**config.mk**
```make
export PLATFORM = sky130hd
export DESIGN_NAME = pred_unzip
export DESIGN_NICKNAME = d
export VERILOG_FILES = /design/src/rtl/pred_unzip_pkg.sv /design/src/rtl/pu_decode.sv /design/src/rtl/pu_permute.sv /design/src/rtl/pred_unzip.sv
export SDC_FILE = /design/constraint.sdc
export NUM_CORES = 1
export LEC_CHECK = 0
export BUFFER_PORTS_ARGS = -buffer_cell sky130_fd_sc_hd__buf_2
export CAP_MARGIN = 5
export CORE_MARGIN = 1.5
export CORE_UTILIZATION = 44
export CTS_CLUSTER_DIAMETER = 100
export DETAILED_ROUTE_END_ITERATION = 7
export PLACE_DENSITY = 0.82
export SLEW_MARGIN = 20
export SYNTH_ARGS = -nofsm -noshare
export SYNTH_HDL_FRONTEND = slang
export SYNTH_HIERARCHICAL = 1
export SYNTH_SLANG_ARGS = --single-unit
export TNS_END_PERCENT = 1
```
**constraint.sdc**
```tcl
create_clock -name clk -period 2.71 [get_ports clk]
set_clock_uncertainty 0.15 [all_clocks]
set_input_delay 0.4065 -clock clk [delete_from_list [all_inputs] [get_ports clk]]
set_output_delay 0.4065 -clock clk [all_outputs]
set_load 0.01 [all_outputs]
```
**src/rtl/pred_unzip_pkg.sv**
```systemverilog
package pred_unzip_pkg;
  localparam int unsigned NSIZE = 4;
  localparam logic [7:0] MATCH_TOP = 8'b0000_0101;
  localparam logic [1:0] MATCH_MID = 2'b10;
  localparam logic [4:0] MATCH_OPC = 5'b01001;

  typedef struct packed {
    logic       hit;
    logic [1:0] size;
    logic       part;
    logic [3:0] pn;
    logic [3:0] pm;
    logic [3:0] pd;
  } dec_t;
endpackage

```
**src/rtl/pu_decode.sv**
```systemverilog
module pu_decode
  import pred_unzip_pkg::*;
(
  input  logic [31:0] instr,
  output dec_t        dec
);
  logic match;

  always_comb begin
    match = (instr[31:24] == MATCH_TOP) && (instr[21:20] == MATCH_MID) &&
            (instr[15:11] == MATCH_OPC) && !instr[9] && !instr[4];
    dec = '0;
    if (match) begin
      dec.hit  = 1'b1;
      dec.size = instr[23:22];
      dec.part = instr[10];
      dec.pm   = instr[19:16];
      dec.pn   = instr[8:5];
      dec.pd   = instr[3:0];
    end
  end
endmodule

```
**src/rtl/pu_permute.sv**
```systemverilog
module pu_permute
  import pred_unzip_pkg::*;
#(
  parameter int unsigned PW = 32
) (
  input  logic [1:0]    size,
  input  logic          part,
  input  logic [PW-1:0] a,
  input  logic [PW-1:0] b,
  output logic [PW-1:0] y
);
  localparam int unsigned HALF = PW / 2;

  logic [PW-1:0] cand [NSIZE];

  for (genvar s = 0; s < NSIZE; s++) begin : g_size
    localparam int unsigned EB = 1 << s;
    for (genvar i = 0; i < PW; i++) begin : g_bit
      localparam int unsigned ELEM = i / EB;
      localparam int unsigned OFF  = i % EB;
      localparam int unsigned PAIRS = PW / (2 * EB);
      if (i < HALF) begin : g_lo
        localparam int unsigned EV = (2 * ELEM) * EB + OFF;
        assign cand[s][i] = part ? a[EV + EB] : a[EV];
      end else begin : g_hi
        localparam int unsigned EV = (2 * (ELEM - PAIRS)) * EB + OFF;
        assign cand[s][i] = part ? b[EV + EB] : b[EV];
      end
    end
  end

  assign y = cand[size];
endmodule

```
**src/rtl/pred_unzip.sv**
```systemverilog
module pred_unzip
  import pred_unzip_pkg::*;
#(
  parameter int unsigned VL      = 256,
  parameter bit          REG_OUT = 1'b1,
  localparam int unsigned PW     = VL / 8
) (
  input  logic          clk,
  input  logic          rst,
  input  logic          in_valid,
  input  logic [31:0]   instr,
  input  logic [PW-1:0] op_a,
  input  logic [PW-1:0] op_b,
  output logic          dec_hit,
  output logic [1:0]    dec_size,
  output logic          dec_part,
  output logic [3:0]    src_n,
  output logic [3:0]    src_m,
  output logic [3:0]    dst,
  output logic          res_valid,
  output logic [3:0]    res_dst,
  output logic [PW-1:0] result
);
  dec_t          dec;
  logic [PW-1:0] perm;
  logic          load;

  pu_decode u_dec (.instr(instr), .dec(dec));

  pu_permute #(.PW(PW)) u_perm (
    .size(dec.size), .part(dec.part), .a(op_a), .b(op_b), .y(perm)
  );

  assign dec_hit  = dec.hit;
  assign dec_size = dec.size;
  assign dec_part = dec.part;
  assign src_n    = dec.pn;
  assign src_m    = dec.pm;
  assign dst      = dec.pd;
  assign load     = in_valid && dec.hit;

  if (REG_OUT) begin : g_reg
    always_ff @(posedge clk) begin
      if (rst) begin
        result    <= '0;
        res_dst   <= '0;
        res_valid <= 1'b0;
      end else begin
        res_valid <= load;
        if (load) begin
          result  <= perm;
          res_dst <= dec.pd;
        end
      end
    end
  end else begin : g_comb
    assign result    = perm;
    assign res_dst   = dec.pd;
    assign res_valid = load;
  end
endmodule

```
; Word level (Yosys, flattened, before mapping)
; Cells that the tools add are included.
[op_classes]
muxes = 132
reduce_logical = 7
eq_ne = 3
n_bitwise = 1
order_cmp = 1
[op_table]
columns = cell, count
row1 = 2-to-1 mux 1 bit, 128
row2 = binary-select mux 32 bit (select 2 bit), 1
row3 = 2-to-1 mux 32 bit, 2
row4 = 2-to-1 mux 16 bit, 1
row5 = == test 8 x 3 -> 1 bit (second input constant), 1
row6 = == test 5 x 4 -> 1 bit (second input constant), 1
row7 = logical AND 1 bit, 5
row8 = >= comparator 3 bit (second input constant), 1
row9 = inverter 2 -> 3 bit, 1
row10 = == test 2 bit (second input constant), 1
row11 = logical NOT 1 bit, 2
[totals]
ff_bits = 37
in_bits = 99
wordCells = 147
output_inout_bits = 53

; Longest topological paths before layout
; Gate-level depths: netlist (run 1).
[depth]
word_depth = 10
depth_mapped = 12
depth_no_buf = 8

; Cells and area by module
; The synthesis (run 1) kept the hierarchy.
[modules_own_cells]
columns = mod, instances, cells_per_inst, area_each_um2, seq_area_each_um2
row1 = pred_unzip, 1, 167, 1776.7, 740.7
row2 = pu_permute, 1, 163, 1397.6, 0.0
row3 = pu_decode, 1, 43, 362.8, 0.0

; Worst setup path after synthesis (run 1)
; No wires, ideal clock.
[synth_timing]
kind = input port to flip-flop
start = input port instr[29]
end = register result[16]
setup_time_ps = 125
setup_slack_ps = -276
required_time_ps = 2435
arrival_ps = 2711
path_stages = 10
path_buffers = 3
path_cell_list = nor4_2 -> nand4b_2 -> buf_6 -> nor4_2 -> buf_6 -> buf_12 -> mux4_2 -> mux2_4 -> nand3_1 -> a21oi_2
[synth_between]
elab_chain_cells = 10
elab_cells_between_ends = 15
cone_classes = eq/ne: 1 / mux: 8 / bitwise: 1 / reduce/logical: 5
[synth_rtl]
columns = item, line_no
row1 = start: declaration, pred_unzip.sv:11  ; input logic [31:0] instr,
row2 = == test 8 x 3 -> 1 bit, pu_decode.sv:10  ; match = (instr[31:24] == MATCH_TOP) && (instr[21:20] == MATCH_MID) &&
row3 = logical AND 1 bit (2 in a row), pu_decode.sv:10
row4 = logical AND 1 bit (2 in a row), pu_decode.sv:11  ; (instr[15:11] == MATCH_OPC) && !instr[9] && !instr[4];
row5 = 2-to-1 mux 16 bit, pu_decode.sv:13  ; if (match) begin
row6 = named net dec_size[0], pred_unzip.sv:15  ; output logic [1:0] dec_size,
row7 = inverter 2 -> 3 bit (implied by the code), pu_permute.sv:32  ; assign y = cand[size];
row8 = binary-select mux 32 bit (select 2 bit), pu_permute.sv:32
row9 = 2-to-1 mux 32 bit (implied by the code) (2 in a row), pu_permute.sv:32
row10 = named net perm[16], pred_unzip.sv:25  ; logic [PW-1:0] perm;
row11 = end signal: assignment, pred_unzip.sv:51  ; result <= perm;
row12 = end: declaration, pred_unzip.sv:22  ; output logic [PW-1:0] result
; The timed path passes the listed nets, and every way through them passes these cells. The select of a mux whose other input is x is not followed.
; A chain may end at the register's enable or synchronous reset.

; Worst setup path after layout (run 1)
[layout_timing]
start = input port instr[20]
end = output port dec_part
[layout_between]
elab_chain_cells = 6
[layout_rtl]
columns = item, line_no
row1 = == test 2 bit, pu_decode.sv:10
row2 = logical AND 1 bit (2 in a row), pu_decode.sv:10
row3 = logical AND 1 bit (2 in a row), pu_decode.sv:11
row4 = 2-to-1 mux 16 bit, pu_decode.sv:13
row5 = end: declaration, pred_unzip.sv:16  ; output logic dec_part,
; Every way passes these cells.

==> results of run 1 <==
==> cells by family after synthesis <==
family | share of synthesized area
and+or+nand+nor | 0.189
DFF | 0.209
AOI/OAI and AO/OA | 0.287
muxes | 0.216
buffers and inverters | 0.0969
xor gates and xnor gates | 0.00248
==> final timing paths <==
check | startpoint | end | slack (ns) | cells after the start
setup / recovery | instr[20] | dec_part | 0.14 | 8
hold / removal | instr[3] | res_dst[3]$_SDFFE_PP0P_ | 0.34 | 5
setup reg to reg | result[29]$_SDFFE_PP0P_ | result[29]$_SDFFE_PP0P_ | 1.79 | 2
hold reg to reg | res_dst[3]$_SDFFE_PP0P_ | res_dst[3]$_SDFFE_PP0P_ | 0.42 | 2
==> cells in the final DEF, fill, tap and decap left out, types with 3 or more instances in the layout <==
master                       n
sky130_fd_sc_hd__buf_2     151
sky130_fd_sc_hd__dfxtp_1    37
sky130_fd_sc_hd__a21bo_1    33
sky130_fd_sc_hd__a21oi_2    33
sky130_fd_sc_hd__nand3_1    32
sky130_fd_sc_hd__mux2i_1    32
sky130_fd_sc_hd__buf_4      28
sky130_fd_sc_hd__a211oi_1   20
sky130_fd_sc_hd__mux2_2     18
sky130_fd_sc_hd__nand2b_1   15
sky130_fd_sc_hd__nor2b_1    13
sky130_fd_sc_hd__o21ai_0    11
sky130_fd_sc_hd__buf_12      8
sky130_fd_sc_hd__o22ai_1     8
sky130_fd_sc_hd__mux4_2      8
sky130_fd_sc_hd__a21oi_1     7
sky130_fd_sc_hd__clkbuf_8    6
sky130_fd_sc_hd__nor4_4      6
sky130_fd_sc_hd__nor4_1      6
sky130_fd_sc_hd__nor2_1      5
sky130_fd_sc_hd__nor4_2      5
sky130_fd_sc_hd__and2_1      5
sky130_fd_sc_hd__a221oi_1    5
sky130_fd_sc_hd__nand3_2     4
sky130_fd_sc_hd__nand2_1     4
sky130_fd_sc_hd__mux2_4      4
sky130_fd_sc_hd__a21o_1      4
sky130_fd_sc_hd__a21bo_2     3
==> through the flow <==
stage / instance area [µm²] / worst slack (ns) / util / hold slack (ns)
after global routing: 4610 / 0.0556 / 0.594 / 0.355
final: 4610 / 0.142 / 0.594 / 0.336
after floorplan: 3610 / -0.0104 / - / 0.449
after detailed placement: 4520 / -0.0124 / 0.582 / 0.413
after global placement: 4520 / 0.0205 / 0.582 / 0.410
after CTS: 4610 / 0.122 / 0.594 / 0.335
==> critical path: cells and delay by family <==
family	cells	cell delay, ns
and+or+nand+nor	3	0.80
buffers and inverters	5	0.78
==> final cells by class <==
| type | count | area share |
|---|---|---|
| clock inverters | 1 | 0.00163 |
| clock buffers | 6 | 0.0179 |
| inverters | 1 | 0.000813 |
| well taps | 102 | 0.0277 |
| flip-flops and latches | 37 | 0.161 |
| multi-input cells | 289 | 0.547 |
| repair buffers | 187 | 0.244 |
==> power breakdown <==
part           internal [mW]  switching (mW)  leakage (nW)
Clock                  0.201           0.210        0.0433
Sequential             0.543     0.000000953         0.298
Combinational          0.115           0.123          1.64
Total                  0.860           0.333          1.98
==> per-layer routing <==
| metal | vias to the layer above | track usage | wire, µm | share of wire |
|---|---|---|---|---|
| li1 | 1699 | - | - | - |
| met1 | 1632 | 0.306 | 4350 | 0.42 |
| met2 | 165 | 0.411 | 4990 | 0.49 |
| met3 | 15 | 0.0402 | 766 | 0.075 |
| met4 | 0 | 0.0707 | 163 | 0.016 |
| met5 | - | 0 | 0 | 0 |
==> flip-flops by register name (all words and copies together) (netlist names) <==
register / cells
res_valid: 1
result: 32
res_dst: 4
==> synthesized netlist by cell type (3+ instances only) <==
cell,number,area share
sky130_fd_sc_hd__nand2b_1,15,0.027
sky130_fd_sc_hd__a21oi_2,33,0.082
sky130_fd_sc_hd__a21bo_2,3,0.0085
sky130_fd_sc_hd__nor4_2,10,0.035
sky130_fd_sc_hd__nor2_1,5,0.0053
sky130_fd_sc_hd__mux2i_1,32,0.091
sky130_fd_sc_hd__nor2b_1,13,0.023
sky130_fd_sc_hd__mux2_2,18,0.057
sky130_fd_sc_hd__o22ai_1,8,0.014
sky130_fd_sc_hd__a211oi_1,20,0.042
sky130_fd_sc_hd__a221oi_1,5,0.012
sky130_fd_sc_hd__nor4_1,6,0.011
sky130_fd_sc_hd__buf_8,4,0.017
sky130_fd_sc_hd__nand3_1,36,0.051
sky130_fd_sc_hd__buf_2,18,0.025
sky130_fd_sc_hd__nand2_1,4,0.0042
sky130_fd_sc_hd__and2_1,5,0.0088
sky130_fd_sc_hd__buf_4,5,0.011
sky130_fd_sc_hd__mux2_4,4,0.017
sky130_fd_sc_hd__clkbuf_4,3,0.0064
sky130_fd_sc_hd__clkbuf_1,7,0.0074
sky130_fd_sc_hd__a21bo_1,33,0.093
sky130_fd_sc_hd__dfxtp_1,37,0.21
sky130_fd_sc_hd__mux4_2,8,0.051
sky130_fd_sc_hd__buf_6,7,0.022
sky130_fd_sc_hd__a21oi_1,7,0.0099
sky130_fd_sc_hd__o21ai_0,11,0.016
sky130_fd_sc_hd__a21o_1,4,0.0085
==> results.sh, run 1 <==
export IMPL_outcome="finished clean"
export IMPL_cts_buffer_depth=2
export IMPL_path_max_fanout=14
export IMPL_total_leakage_power_nw=1.98
export IMPL_fin_cells=623
export IMPL_antenna_violating_nets_post_route=0
export IMPL_firstDrtPassIters=4
export IMPL_worst_setup_path_end_kind="primary output"
export IMPL_clkLatencyLatePin_ns=0.29
export IMPL_final_layout_size_suffix_gt1_frac=0.536
export IMPL_detail_route_wl_per_cell_um=16.5
export IMPL_insertedDiodeCount=0
export IMPL_worst_setup_path_start_kind="input port"
export IMPL_clk_pin_slew_ns=0.07
export IMPL_grt_util_all_layers=0.239
export IMPL_multi_input_comb_area_um2=2530
export IMPL_worst_hold_path_type="in2reg"
export IMPL_drv_max_cap_violation_count=0
export IMPL_max_stage_delay_on_crit_path_ns=0.33
export IMPL_period_share=0.948
export IMPL_portBuffers=151
export IMPL_finalWorstPathRequiredPeriod_ns=2.57
export IMPL_ys_ff_latch=37
export IMPL_areaGrowthSynthToFinish_pct=30.5
export IMPL_number_of_antenna_violations_at_the_first_check_in_global_routing=0
export IMPL_sink_count_of_the_clock_tree=37
export IMPL_place_inst=616
export IMPL_cts_root_buffer_cell="sky130_fd_sc_hd__clkbuf_8"
export IMPL_syn_area_per_cell_um2=9.48
export IMPL_initial_utilization=0.455
export IMPL_slowest_stage_cell_on_the_critical_path="sky130_fd_sc_hd__nor4_4"
export IMPL_die_x_um=92.7
export IMPL_design_final_nets=620
export IMPL_row_count=32
export IMPL_vdd_ir_drop_worst_v=0.000194
export IMPL_timing_fmax_ghz=0.389
export IMPL_place_congestion=0.890
export IMPL_floorplan_io_pins=152
export IMPL_rsz0062_at_grt="no"
export IMPL_setup_viol=0
export IMPL_setup_tns_ns=0
export IMPL_detailedPlacementHpwl_um=7710
export IMPL_yosysWarnings=6
export IMPL_synth_seq_area_share=0.209
export IMPL_crit_type="in2out"
export IMPL_syn_nets=472
export IMPL_tightestPinTransition_ns=0.657
export IMPL_netlist_instances=373
export IMPL_final_hold_violation_count=0
export IMPL_drv_slew=0
export IMPL_drc=0
export IMPL_die_y_um=92.7
export IMPL_power_total_mw=1.19
export IMPL_drt_total_wl_um=10300
export IMPL_vias=3511
export IMPL_critical_path_cell_chain="buf_2, nor4_4, nand4b_4, buf_4, nor4_4, buf_12, buf_4, buf_2"
export IMPL_worst_slew_margin_rel=0.562
export IMPL_h_tree_depth=2
export IMPL_ctsHoldBuffers=0
export IMPL_timing_critical_path_required_ns=2.15
export IMPL_cts_tree="built"
export IMPL_via_count_of_the_first_global_routing_pass=3383
export IMPL_register_area_um2=741
export IMPL_synth_ff_type="sky130_fd_sc_hd__dfxtp_1"
export IMPL_via_count_normalized_by_instance_count=5.64
export IMPL_critical_path_arrival_ns=2.01
export IMPL_synth_cell_area_um2=3540
export IMPL_power_per_cell_area_nw_per_um2=259
export IMPL_grt_pass1_wl_um=16500
export IMPL_cts_repair_resized=0
export IMPL_core_region_area_um2=7770
export IMPL_drtIter0Drc=120
export IMPL_grt_start_max_net_pins=39
export IMPL_count_of_unique_library_cells_instantiated_by_yosys=40
export IMPL_postSynth_asyncResetShare=0
export IMPL_synth_edff_count=0
export IMPL_fp_dieArea_um2=8590
export IMPL_grt_ovfl_total=0
export IMPL_inserted_clock_buffers=5
export IMPL_fillerInstances=682
export IMPL_number_of_post_cts_setup_repair_buffers=0
No activity file was read; power rests on OpenSTA's default activity.
==> run 2: changes to the inputs <==
--- a/config.mk
+++ b/config.mk
@@ -8,10 +8,10 @@
 export BUFFER_PORTS_ARGS = -buffer_cell sky130_fd_sc_hd__buf_2
 export CAP_MARGIN = 5
 export CORE_MARGIN = 1.5
-export CORE_UTILIZATION = 44
+export CORE_UTILIZATION = 50
 export CTS_CLUSTER_DIAMETER = 100
 export DETAILED_ROUTE_END_ITERATION = 7
-export PLACE_DENSITY = 0.82
+export PLACE_DENSITY = 0.87
 export SLEW_MARGIN = 20
 export SYNTH_ARGS = -nofsm -noshare
 export SYNTH_HDL_FRONTEND = slang
==> constraint.sdc (replaced) <==
create_clock -name clk -period 3.28 [get_ports clk]
set_clock_uncertainty 0.15 [all_clocks]
set_input_delay 0.492 -clock clk [delete_from_list [all_inputs] [get_ports clk]]
set_output_delay 0.492 -clock clk [all_outputs]
set_load 0.01 [all_outputs]
==> results.sh, run 2 (synthesis results as in run 1) <==
export IMPL_outcome="finished clean"
export IMPL_drtIter0Drc=177
export IMPL_die_x_um=87.1
export IMPL_worst_setup_path_start_kind="input port"
export IMPL_final_hold_violation_count=0
export IMPL_grt_ovfl_total=0
export IMPL_switching_share=0.262
export IMPL_final_layout_size_suffix_gt1_frac=0.509
export IMPL_via_count_normalized_by_instance_count=5.86
export IMPL_cts_buffer_depth=2
export IMPL_drv_max_cap_violation_count=0
export IMPL_path_delay_family="simple AND/OR/NAND/NOR gates"
export IMPL_setup_tns_ns=0
export IMPL_tightestPinTransition_ns=0.755
export IMPL_fp_dieArea_um2=7590
export IMPL_power_per_cell_area_nw_per_um2=244
export IMPL_timing_fmax_ghz=0.345
export IMPL_worst_setup_path_end_kind="primary output"
export IMPL_timing_critical_path_required_ns=2.64
export IMPL_drv_slew=0
export IMPL_grt_start_max_net_pins=74
export IMPL_inserted_clock_buffers=5
export IMPL_worst_slew_margin_rel=0.497
export IMPL_vias=3501
export IMPL_ctsHoldBuffers=0
export IMPL_grt_util_all_layers=0.260
export IMPL_switching_power_summed_over_all_nets_uw=279
export IMPL_finalWorstPathRequiredPeriod_ns=2.90
export IMPL_path_max_fanout=10
export IMPL_fillerInstances=628
export IMPL_top_register="result"
export IMPL_drt_total_wl_um=9990
export IMPL_place_congestion=0.907
export IMPL_grt_pass1_wl_um=15900
export IMPL_seq_power_share=0.421
export IMPL_areaGrowthSynthToFinish_pct=23.5
export IMPL_critical_path_arrival_ns=2.25
export IMPL_final_core_utilization=0.639
export IMPL_vdd_ir_drop_worst_v=0.000138
export IMPL_sink_count_of_the_clock_tree=37
export IMPL_h_tree_depth=2
export IMPL_rsz0062_at_grt="no"
export IMPL_slowest_stage_cell_on_the_critical_path="sky130_fd_sc_hd__nor4_4"
export IMPL_min_to="res_dst[0]$_SDFFE_PP0P_"
export IMPL_number_of_flip_flops_in_the_largest_register=32
export IMPL_setup_viol=0
export IMPL_drc=0
export IMPL_die_y_um=87.1
export IMPL_power_share_clock=0.402
export IMPL_p_int_uw=787
export IMPL_r2r_end="result[29]$_SDFFE_PP0P_"
export IMPL_crit_type="in2out"
export IMPL_cts_repair_resized=0
export IMPL_layout_commonest_cell="sky130_fd_sc_hd__buf_2"
export IMPL_timing_reg2reg_worst_path_depth=2
export IMPL_floorplan_io_pins=152
export IMPL_hold_start="instr[0]"
export IMPL_via_count_of_the_first_global_routing_pass=3321
export IMPL_firstDrtPassIters=5
export IMPL_detailedPlacementHpwl_um=7010
export IMPL_clk_pin_slew_ns=0.08
export IMPL_antenna_violating_nets_post_route=0
export IMPL_insertedDiodeCount=0
export IMPL_detail_route_wl_per_cell_um=16.7
export IMPL_regToRegStartpoint="result[29]$_SDFFE_PP0P_"
export IMPL_core_region_area_um2=6830
export IMPL_most_frequent_cells_in_the_layout="sky130_fd_sc_hd__buf_2, sky130_fd_sc_hd__dfxtp_1, sky130_fd_sc_hd__nand3_1, sky130_fd_sc_hd__a21bo_1, sky130_fd_sc_hd__a21oi_2"
export IMPL_number_of_post_cts_setup_repair_buffers=0
export IMPL_initial_utilization=0.518
export IMPL_period_share=0.883
export IMPL_row_count=30
export IMPL_setup_reg_to_reg_worst_slack_ns=2.34
export IMPL_cts_root_buffer_cell="sky130_fd_sc_hd__clkbuf_8"
export IMPL_portBuffers=151
export IMPL_multi_input_comb_area_um2=2490
export IMPL_worst_hold_path_type="in2reg"
export IMPL_critical_path_cell_chain="buf_2, nor4_2, nand4b_2, buf_4, nor4_4, buf_4, buf_2"
export IMPL_pwr_share_comb=0.177
export IMPL_total_leakage_power_nw=1.87
export IMPL_design_final_nets=599
export IMPL_number_of_antenna_violations_at_the_first_check_in_global_routing=0
export IMPL_path_buf_inv=4
export IMPL_max_stage_delay_on_crit_path_ns=0.53
export IMPL_timing_hold_worst_path_depth=5
export IMPL_clkLatencyLatePin_ns=0.29
export IMPL_register_area_um2=741
export IMPL_cts_tree="built"
export IMPL_leading_registers_by_flop_count="result (32), res_dst (4), res_valid (1)"
run 2: cell types whose count changed in the layout (fill, tap and decap cells not counted):
| cell | before | now |
|---|---|---|
| sky130_fd_sc_hd__buf_12 | 8 | 2 |
| sky130_fd_sc_hd__buf_4 | 28 | 13 |
| sky130_fd_sc_hd__bufinv_16 | 0 | 1 |
| sky130_fd_sc_hd__nand3_1 | 32 | 36 |
| sky130_fd_sc_hd__nand3_2 | 4 | 0 |
| sky130_fd_sc_hd__nand4b_2 | 0 | 1 |
| sky130_fd_sc_hd__nand4b_4 | 1 | 0 |
| sky130_fd_sc_hd__nor4_2 | 5 | 6 |
| sky130_fd_sc_hd__nor4_4 | 6 | 5 |
run 2: how the worst max path moves through the flow:
stage / slack (ns) / to / startpoint / cells after the start
floorplan: 0.21 / result[16]$_SDFFE_PP0P_ / instr[29] / 10
global placement: 0.30 / result[22]$_SDFFE_PP0P_ / instr[29] / 11
detailed placement: 0.18 / result[25]$_SDFFE_PP0P_ / instr[29] / 11
CTS: 0.37 / dec_part / instr[29] / 7
global route: 0.22 / dec_part / instr[29] / 7
finish: 0.38 / dec_part / instr[29] / 7
run 2: tightest hold or removal path, delay by kind of cell:
kind / cells / cell delay, ns
buffers and inverters: 1 / 0.09
and+or+nand+nor: 3 / 0.18
AOI/OAI and AO/OA: 1 / 0.05
run 2: through the flow:
step | area [µm²] | hold WS, ns | worst slack [ns] | cells | total power, mW
global placement | 4250 | 0.409 | 0.296 | 589 | 0.639
floorplan | 3540 | 0.449 | 0.209 | 373 | 0.563
finish | 4370 | 0.415 | 0.383 | 597 | 1.07
global route | 4370 | 0.432 | 0.220 | 597 | 1.10
CTS | 4370 | 0.412 | 0.368 | 597 | 1.07
detailed placement | 4250 | 0.416 | 0.176 | 589 | 0.645
run 2: layer usage:
metal | part of all wire | track usage
met3 | 0.083 | 0.0521
met2 | 0.48 | 0.431
met4 | 0.034 | 0.120
met5 | 0.00050 | 0
met1 | 0.40 | 0.326
run 2: cell type report:
type,count,share of cell area
Clock buffer,6,0.0189
Multi-Input combinational cell,289,0.570
Tap cell,96,0.0275
Sequential cell,37,0.170
Clock inverter,2,0.00860
Timing Repair Buffer,166,0.205
Inverter,1,0.000860
run 2: power by group through the flow:
stage	logic [mW]	registers (mW)	clock network [mW]
5_1_grt	0.205	0.449	0.451
3_5_place_dp	0.186	0.459	0
6_report	0.189	0.449	0.429
3_3_place_gp	0.180	0.459	0
4_1_cts	0.187	0.449	0.435
2_1_floorplan	0.103	0.459	0
